<file path="config.mk">
export PLATFORM = sky130hd
export DESIGN_NAME = udr_route_unit
export DESIGN_NICKNAME = d
export VERILOG_FILES = /design/src/rtl/udr_pkg.sv /design/src/rtl/udr_tables.sv /design/src/rtl/udr_layer_eval.sv /design/src/rtl/udr_layer_pick.sv /design/src/rtl/udr_route_unit.sv
export SDC_FILE = /design/constraint.sdc
export NUM_CORES = 1
export LEC_CHECK = 0
export BUFFER_PORTS_ARGS = -buffer_cell sky130_fd_sc_hd__buf_2
export CORE_AREA = 4 4 168 130
export DETAILED_ROUTE_END_ITERATION = 10
export DIE_AREA = 0 0 172 134
export GPL_TIMING_DRIVEN = 0
export HOLD_SLACK_MARGIN = 0.08
export SKIP_LAST_GASP = 1
export SLEW_MARGIN = 25
export SYNTH_ARGS = -nofsm -noshare
export SYNTH_HDL_FRONTEND = slang
export SYNTH_SLANG_ARGS = --single-unit
</file>
<file path="constraint.sdc">
create_clock -name clk -period 2.9 [get_ports clk]
set_clock_uncertainty 0.05 [all_clocks]
set_input_delay 0 -clock clk [delete_from_list [all_inputs] [get_ports clk]]
set_output_delay 0 -clock clk [all_outputs]
set_load 0.03 [all_outputs]
</file>
<file path="src/rtl/udr_pkg.sv">
package udr_pkg;

    typedef enum logic {
        LINK_DOWN = 1'b0,
        LINK_UP   = 1'b1
    } link_dir_e;

    // index width that is at least one bit
    function automatic int unsigned idx_bits(input int unsigned n);
        return (n > 1) ? $clog2(n) : 1;
    endfunction

    // a turn is permitted unless an up hop follows a down hop
    function automatic logic turn_allowed(input logic phase, input logic cand_up);
        return !(phase && cand_up);
    endfunction

    // phase after taking a hop whose label is cand_up
    function automatic logic phase_after(input logic phase, input logic cand_up);
        return phase || (cand_up == LINK_DOWN);
    endfunction

endpackage

</file>
<file path="src/rtl/udr_tables.sv">
module udr_tables
    import udr_pkg::*;
#(
    parameter int unsigned NUM_LAYERS = 3,
    parameter int unsigned NUM_NODES  = 8,
    parameter int unsigned NUM_PORTS  = 5,
    localparam int unsigned LW = idx_bits(NUM_LAYERS),
    localparam int unsigned NW = idx_bits(NUM_NODES),
    localparam int unsigned PW = idx_bits(NUM_PORTS)
) (
    input  logic                                clk,
    input  logic                                rst,
    input  logic                                rt_we,
    input  logic                                dir_we,
    input  logic [LW-1:0]                       w_layer,
    input  logic [NW-1:0]                       w_dest,
    input  logic [PW-1:0]                       w_port,
    input  logic                                w_up,
    input  logic [NW-1:0]                       rd_dest,
    output logic [NUM_LAYERS-1:0][PW-1:0]       cand,
    output logic [NUM_LAYERS-1:0][NUM_PORTS-1:0] dir_tbl
);

    logic [PW-1:0]                        rt_q [NUM_LAYERS][NUM_NODES];
    logic [NUM_LAYERS-1:0][NUM_PORTS-1:0] dir_q;

    logic layer_ok, dest_ok, port_ok, rd_ok;

    always_comb begin
        layer_ok = ({1'b0, w_layer} < (LW+1)'(NUM_LAYERS));
        dest_ok  = ({1'b0, w_dest}  < (NW+1)'(NUM_NODES));
        port_ok  = ({1'b0, w_port}  < (PW+1)'(NUM_PORTS));
        rd_ok    = ({1'b0, rd_dest} < (NW+1)'(NUM_NODES));
    end

    always_ff @(posedge clk) begin
        if (rst) begin
            for (int l = 0; l < NUM_LAYERS; l++) begin
                for (int d = 0; d < NUM_NODES; d++) begin
                    rt_q[l][d] <= '0;
                end
            end
        end else if (rt_we && layer_ok && dest_ok) begin
            rt_q[w_layer][w_dest] <= w_port;
        end
    end

    always_ff @(posedge clk) begin
        if (rst) begin
            dir_q <= '0;
        end else if (dir_we && layer_ok && port_ok) begin
            dir_q[w_layer][w_port] <= w_up;
        end
    end

    for (genvar l = 0; l < NUM_LAYERS; l++) begin : g_rd
        always_comb begin
            cand[l] = rd_ok ? rt_q[l][rd_dest] : '0;
        end
    end

    assign dir_tbl = dir_q;

endmodule

</file>
<file path="src/rtl/udr_layer_eval.sv">
module udr_layer_eval
    import udr_pkg::*;
#(
    parameter int unsigned NUM_PORTS = 5,
    localparam int unsigned PW = idx_bits(NUM_PORTS)
) (
    input  logic [PW-1:0]        cand,
    input  logic [NUM_PORTS-1:0] dir_row,
    input  logic [PW-1:0]        in_port,
    input  logic                 is_cur,
    input  logic                 hdr_phase,
    output logic                 legal,
    output logic                 phase_out
);

    logic in_ok, cand_ok, cand_up, phase_in;

    always_comb begin
        in_ok    = (in_port != '0) && ({1'b0, in_port} < (PW+1)'(NUM_PORTS));
        cand_ok  = (cand != '0) && ({1'b0, cand} < (PW+1)'(NUM_PORTS));
        cand_up  = cand_ok ? dir_row[cand] : 1'b0;
        // the current layer trusts the header; a lower layer derives phase
        // from the label of the link the packet arrived on
        phase_in = is_cur ? hdr_phase : (in_ok && dir_row[in_port]);
        legal    = cand_ok && turn_allowed(phase_in, cand_up);
        phase_out = phase_after(phase_in, cand_up);
    end

endmodule

</file>
<file path="src/rtl/udr_layer_pick.sv">
module udr_layer_pick
    import udr_pkg::*;
#(
    parameter int unsigned NUM_LAYERS = 3,
    localparam int unsigned LW = idx_bits(NUM_LAYERS)
) (
    input  logic [NUM_LAYERS-1:0] legal,
    input  logic [LW-1:0]         cur,
    output logic                  found,
    output logic [LW-1:0]         sel
);

    logic cur_ok;

    always_comb begin
        cur_ok = ({1'b0, cur} < (LW+1)'(NUM_LAYERS));
        found  = 1'b0;
        sel    = cur;
        if (cur_ok && legal[cur]) begin
            found = 1'b1;
        end else begin
            for (int l = 0; l < NUM_LAYERS; l++) begin
                if (!found && (LW'(l) < cur) && legal[l]) begin
                    found = 1'b1;
                    sel   = LW'(l);
                end
            end
        end
    end

endmodule

</file>
<file path="src/rtl/udr_route_unit.sv">
module udr_route_unit
    import udr_pkg::*;
#(
    parameter int unsigned NUM_LAYERS = 3,
    parameter int unsigned NUM_NODES  = 8,
    parameter int unsigned NUM_PORTS  = 5,
    parameter int unsigned SELF_ID    = 3,
    localparam int unsigned LW = idx_bits(NUM_LAYERS),
    localparam int unsigned NW = idx_bits(NUM_NODES),
    localparam int unsigned PW = idx_bits(NUM_PORTS)
) (
    input  logic          clk,
    input  logic          rst,
    input  logic          cfg_rt_we,
    input  logic          cfg_dir_we,
    input  logic [LW-1:0] cfg_layer,
    input  logic [NW-1:0] cfg_dest,
    input  logic [PW-1:0] cfg_port,
    input  logic          cfg_up,
    input  logic          req_valid,
    input  logic [NW-1:0] req_dest,
    input  logic [PW-1:0] req_in_port,
    input  logic [LW-1:0] req_layer,
    input  logic          req_phase,
    output logic          rsp_valid,
    output logic [PW-1:0] rsp_port,
    output logic [LW-1:0] rsp_layer,
    output logic          rsp_phase,
    output logic          rsp_err
);

    typedef struct packed {
        logic          valid;
        logic          err;
        logic [PW-1:0] port;
        logic [LW-1:0] layer;
        logic          phase;
    } route_rsp_t;

    logic [NUM_LAYERS-1:0][PW-1:0]        cand;
    logic [NUM_LAYERS-1:0][NUM_PORTS-1:0] dir_tbl;
    logic [NUM_LAYERS-1:0]                legal;
    logic [NUM_LAYERS-1:0]                phase_vec;
    logic                                 found;
    logic [LW-1:0]                        sel;
    logic                                 is_local;
    route_rsp_t                           rsp_d, rsp_q;

    udr_tables #(
        .NUM_LAYERS (NUM_LAYERS),
        .NUM_NODES  (NUM_NODES),
        .NUM_PORTS  (NUM_PORTS)
    ) u_tables (
        .clk     (clk),
        .rst     (rst),
        .rt_we   (cfg_rt_we),
        .dir_we  (cfg_dir_we),
        .w_layer (cfg_layer),
        .w_dest  (cfg_dest),
        .w_port  (cfg_port),
        .w_up    (cfg_up),
        .rd_dest (req_dest),
        .cand    (cand),
        .dir_tbl (dir_tbl)
    );

    for (genvar l = 0; l < NUM_LAYERS; l++) begin : g_eval
        udr_layer_eval #(
            .NUM_PORTS (NUM_PORTS)
        ) u_eval (
            .cand      (cand[l]),
            .dir_row   (dir_tbl[l]),
            .in_port   (req_in_port),
            .is_cur    (req_layer == LW'(l)),
            .hdr_phase (req_phase),
            .legal     (legal[l]),
            .phase_out (phase_vec[l])
        );
    end

    udr_layer_pick #(
        .NUM_LAYERS (NUM_LAYERS)
    ) u_pick (
        .legal (legal),
        .cur   (req_layer),
        .found (found),
        .sel   (sel)
    );

    always_comb begin
        is_local = (req_dest == NW'(SELF_ID));
        rsp_d    = '0;
        if (req_valid) begin
            rsp_d.valid = 1'b1;
            if (is_local) begin
                rsp_d.port  = '0;
                rsp_d.layer = req_layer;
                rsp_d.phase = req_phase;
            end else if (found) begin
                rsp_d.port  = cand[sel];
                rsp_d.layer = sel;
                rsp_d.phase = phase_vec[sel];
            end else begin
                rsp_d.err = 1'b1;
            end
        end
    end

    always_ff @(posedge clk) begin
        if (rst) begin
            rsp_q <= '0;
        end else begin
            rsp_q <= rsp_d;
        end
    end

    assign rsp_valid = rsp_q.valid;
    assign rsp_err   = rsp_q.err;
    assign rsp_port  = rsp_q.port;
    assign rsp_layer = rsp_q.layer;
    assign rsp_phase = rsp_q.phase;

endmodule

</file>
==> impl_summary.txt <==
----------------------------------------------------
[Critical path]
  Maximum fanout count along the critical path ... 6
  Worst EP required ... 3.08 ns
  Data arrival time of the critical path ... ~3.1 ns
  Endpoint class of the critical path ... flop
  Launching element type of the critical path ... flop
  CP max stage cell ... sky130_fd_sc_hd__mux4_2
  Category of the critical setup timing path ... reg2reg
  Critical path, cell by cell ... mux4_2, mux2_4, mux2i_2, o311ai_2, a21o_4, o211a_4, or3_4, o2111ai_2, nand2_1
  Delay of the slowest cell on the worst path ... 0.55 ns

[Power and ir drop]
  Power dissipated by switching net loads ... 859 uW
  Net switching fraction of the power ... a little over a quarter
  Share of total power in sequential cells ... a little under half
  Fraction of power consumed by the clock network ... 36.0%
  Combinational cell fraction of total power ... ~16%
  Internal portion of total power ... about 2300 uW
  Max VDD drop ... around 0.00032 V
  Total power density per cell area ... approximately 540 nW/um^2
  Tot Pwr ... around 3200 uW
  Leakage power summed over all cells ... 0.00210 uW

[GRT]
  Wire length of the first global-routing pass ... ~19 mm
  Maximum number of pins on one net before global-route repair ... 18
  Antenna violations before repair ... 0
  Total global-route track usage ... around 11%
  GR Overflow Total ... 0
  Number of global-route vias before repair ... between 3,000 and 4,000

[Placed design]
  Number of I/O port buffers ... 25
  HPWL after detailed placement ... about 9.5 mm
  Global placer's final weighted congestion ... 0.869

[STA]
  Post-route fraction of the period consumed by the critical path ... 99.8%
  Unrepaired setup endpoints after global routing ... true
  Count of endpoints failing setup in the final report ... 0
  Worst slew slack as a fraction of its limit ... ~48%
  Endpoints failing hold ... 0
  Min Clock Period, post-route ... 2.89 ns
  Tightest Pin Transition ... between 0.7 and 0.8 ns
  Maximum frequency from static timing analysis ... 346 MHz
  Fin. max-slew vios ... 0

[Cells and area]
  Antenna diodes ... 0
  Final design utilization ... between 20% and 30%
  Fillers ... roughly 2,000
  Share of cells above drive strength 1 ... 22.3%
  Area Growth Syn to Fin ... 17.7%
  Layout net count ... around 500

[Yosys]
  Yosys Warn Count ... 0
  Predominant post-synthesis flop cell ... sky130_fd_sc_hd__edfxtp_1
  Post-synthesis instance total ... approximately 430
  Mapped Avg Cell Area ... ~12 sq um
  Synth async-reset ratio ... 0%
  Post-Syn Area ... approximately 5000 sq um
  Flop and latch count out of synthesis ... 92
  Number of flops mapped to enable cells by yosys ... 72
  Netlist cell types ... between 60 and 70
  Proportion of synthesized chip area in sequential cells ... approximately 50%
  Syn_nets ... ~450

[Routing]
  Routed wire per std cell ... roughly 17 microns
  Antenna Nets Post-Route ... 0
  Number of iterations in the first detailed-routing pass ... 5
  Number of DRC markers after the initial detailed-route iteration ... 430
  Number of vias after detailed routing ... around 3,600
  Drt total wl ... roughly 13 mm
  Via density per instance ... ~5
  Remaining routing DRC violations ... 0

[Clocking]
  Insertion delay to the later sink of the worst-skew pair ... 0.35 ns
  Cell at the root of the clock tree ... sky130_fd_sc_hd__clkbuf_16
  CTS max path bufs ... 2
  Htree depth ... 3
  Clock-pin slew on the worst setup and hold paths ... 0.07 ns
  Clock tree from TritonCTS ... built
  Num CTS Buffers ... 9
  Total number of clock tree sinks ... 92

[Outcome]
  Status ... finished clean

[Die]
  Floorplan die height ... 134 microns
  Floorplan core area ... about 20,000 sq um
  Total I/O pin count ... 31
  DIE WIDTH ... ~170 microns
  Placement row count ... 45
  Die area ... 23,000 sq um
  Initial standard-cell utilization of the core ... about 25%

[Worst hold path]
  Path type of the worst min-delay path ... in2reg

[Run]
  Count of max-cap constraint violations ... 0

----------------------------------------------------
[power by group through the flow]
stage	Clock [uW]	Sequential [uW]	Combinational (uW)
floorplan	0	1550	309
global placement	0	1540	449
detailed placement	0	1540	456
CTS	1150	1510	481
global route	1200	1520	546
finish	1140	1510	510
[synthesized netlist by cell type (6+ instances only)]
cell                       instances  area (sq um)
sky130_fd_sc_hd__a21oi_1          15          75.1
sky130_fd_sc_hd__and3_1            8          50.1
sky130_fd_sc_hd__nand2b_1          9          56.3
sky130_fd_sc_hd__and2_1           43           269
sky130_fd_sc_hd__or2_2            14          87.6
sky130_fd_sc_hd__nor2b_1           6          37.5
sky130_fd_sc_hd__clkbuf_1         17          63.8
sky130_fd_sc_hd__nor2_1           31           116
sky130_fd_sc_hd__o21ai_0           7          35.0
sky130_fd_sc_hd__mux2i_1          13           130
sky130_fd_sc_hd__nand2_1          37           139
sky130_fd_sc_hd__nand3_1          16          80.1
sky130_fd_sc_hd__mux2_2            7          78.8
sky130_fd_sc_hd__edfxtp_1         72          2160
sky130_fd_sc_hd__nand3b_1         10          75.1
sky130_fd_sc_hd__dfxtp_1          20           400
sky130_fd_sc_hd__mux4_2            6           135
sky130_fd_sc_hd__o21bai_1          7          52.6
sky130_fd_sc_hd__inv_1             9          33.8
sky130_fd_sc_hd__mux4_1            8           210
[path summary, 6_finish.rpt]
kind / cells after the start / endpoint / slack, ns / start
max reg2reg: 9 / rsp_phase / 0.006 / u_tables.rt_q[0][1]
min reg2reg: 2 / u_tables.dir_tbl[7] / 0.44 / u_tables.dir_tbl[7]
max: 9 / rsp_phase / 0.006 / u_tables.rt_q[0][1]
min: 4 / u_tables.dir_tbl[6] / 0.12 / cfg_port[0]
[cell type report]
cell class	count	area (sq um)	share of cell area, %
plain buffers	24	119	2.03
clock buffers	10	229	3.91
clock inverters	6	53.8	0.919
inverters	9	33.8	0.577
multi-input cells	303	2310	39.5
flip-flops and latches	92	2560	43.8
well taps	258	323	5.51
repair buffers	36	223	3.80
[metal layers]
metal	vias up	part of all wire (%)	GRT usage, %
li1	1669	-	-
met1	1764	49	15.9
met2	133	42	15.6
met3	28	6.8	3.06
met4	0	2.2	3.62
met5	-	0	0
[what timing repair did]
action	CTS	global route
buffers inserted	2	3
resized for setup	4	9
pin swaps	0	5
endpoints found under the hold margin	9	0
setup endpoints to repair	5	6
hold buffers	6	0
[cells by family after synthesis]
family          after synthesis  share of synthesized area [%]
compound gates               70                           10.9
xor+xnor                      2                          0.503
buf+inv                      33                           3.07
flops                        92                           51.5
mux                          39                           12.9
simple gates                192                           21.1
[metrics by stage]
step           setup WS (ns)  TNS (ns)  instances  hold WS [ns]  area [sq um]
2_1_floorplan          0.225         0        428        0.0408          4980
3_3_place_gp          -0.104    -0.166        711         0.249          5420
3_5_place_dp          -0.160    -0.426        711         0.251          5420
4_1_cts               0.0202         0        735         0.112          5810
5_1_grt              -0.0733    -0.163        738         0.154          5860
6_report             0.00607         0        738         0.120          5860
[placed cells by master, fill, tap and decap left out, types with 10 or more instances in the layout]
cell,Yosys,layout
sky130_fd_sc_hd__nor2_1,31,31
sky130_fd_sc_hd__dfxtp_1,20,20
sky130_fd_sc_hd__buf_2,2,27
sky130_fd_sc_hd__a21oi_1,15,15
sky130_fd_sc_hd__nand3_1,16,16
sky130_fd_sc_hd__or2_2,14,14
sky130_fd_sc_hd__and2_1,43,43
sky130_fd_sc_hd__nand3b_1,10,10
sky130_fd_sc_hd__nand2_1,37,37
sky130_fd_sc_hd__mux2i_1,13,10
sky130_fd_sc_hd__clkbuf_1,17,18
sky130_fd_sc_hd__edfxtp_1,72,72
[registers in the layout, indices dropped and copies added, names as in the netlist]
name / count
u_tables.rt_q: 72
u_tables.dir_tbl: 12
rsp_port: 3
rsp_layer: 2
rsp_err: 1
rsp_phase: 1
rsp_valid: 1
[worst max-delay path: cells and delay by family, from the launching register on]
family / cells / cell delay (ns)
flops: 1 / 0.39
compound gates: 4 / 0.82
mux: 3 / 1.07
simple gates: 2 / 0.43
Power figures use the tool's default switching activity.
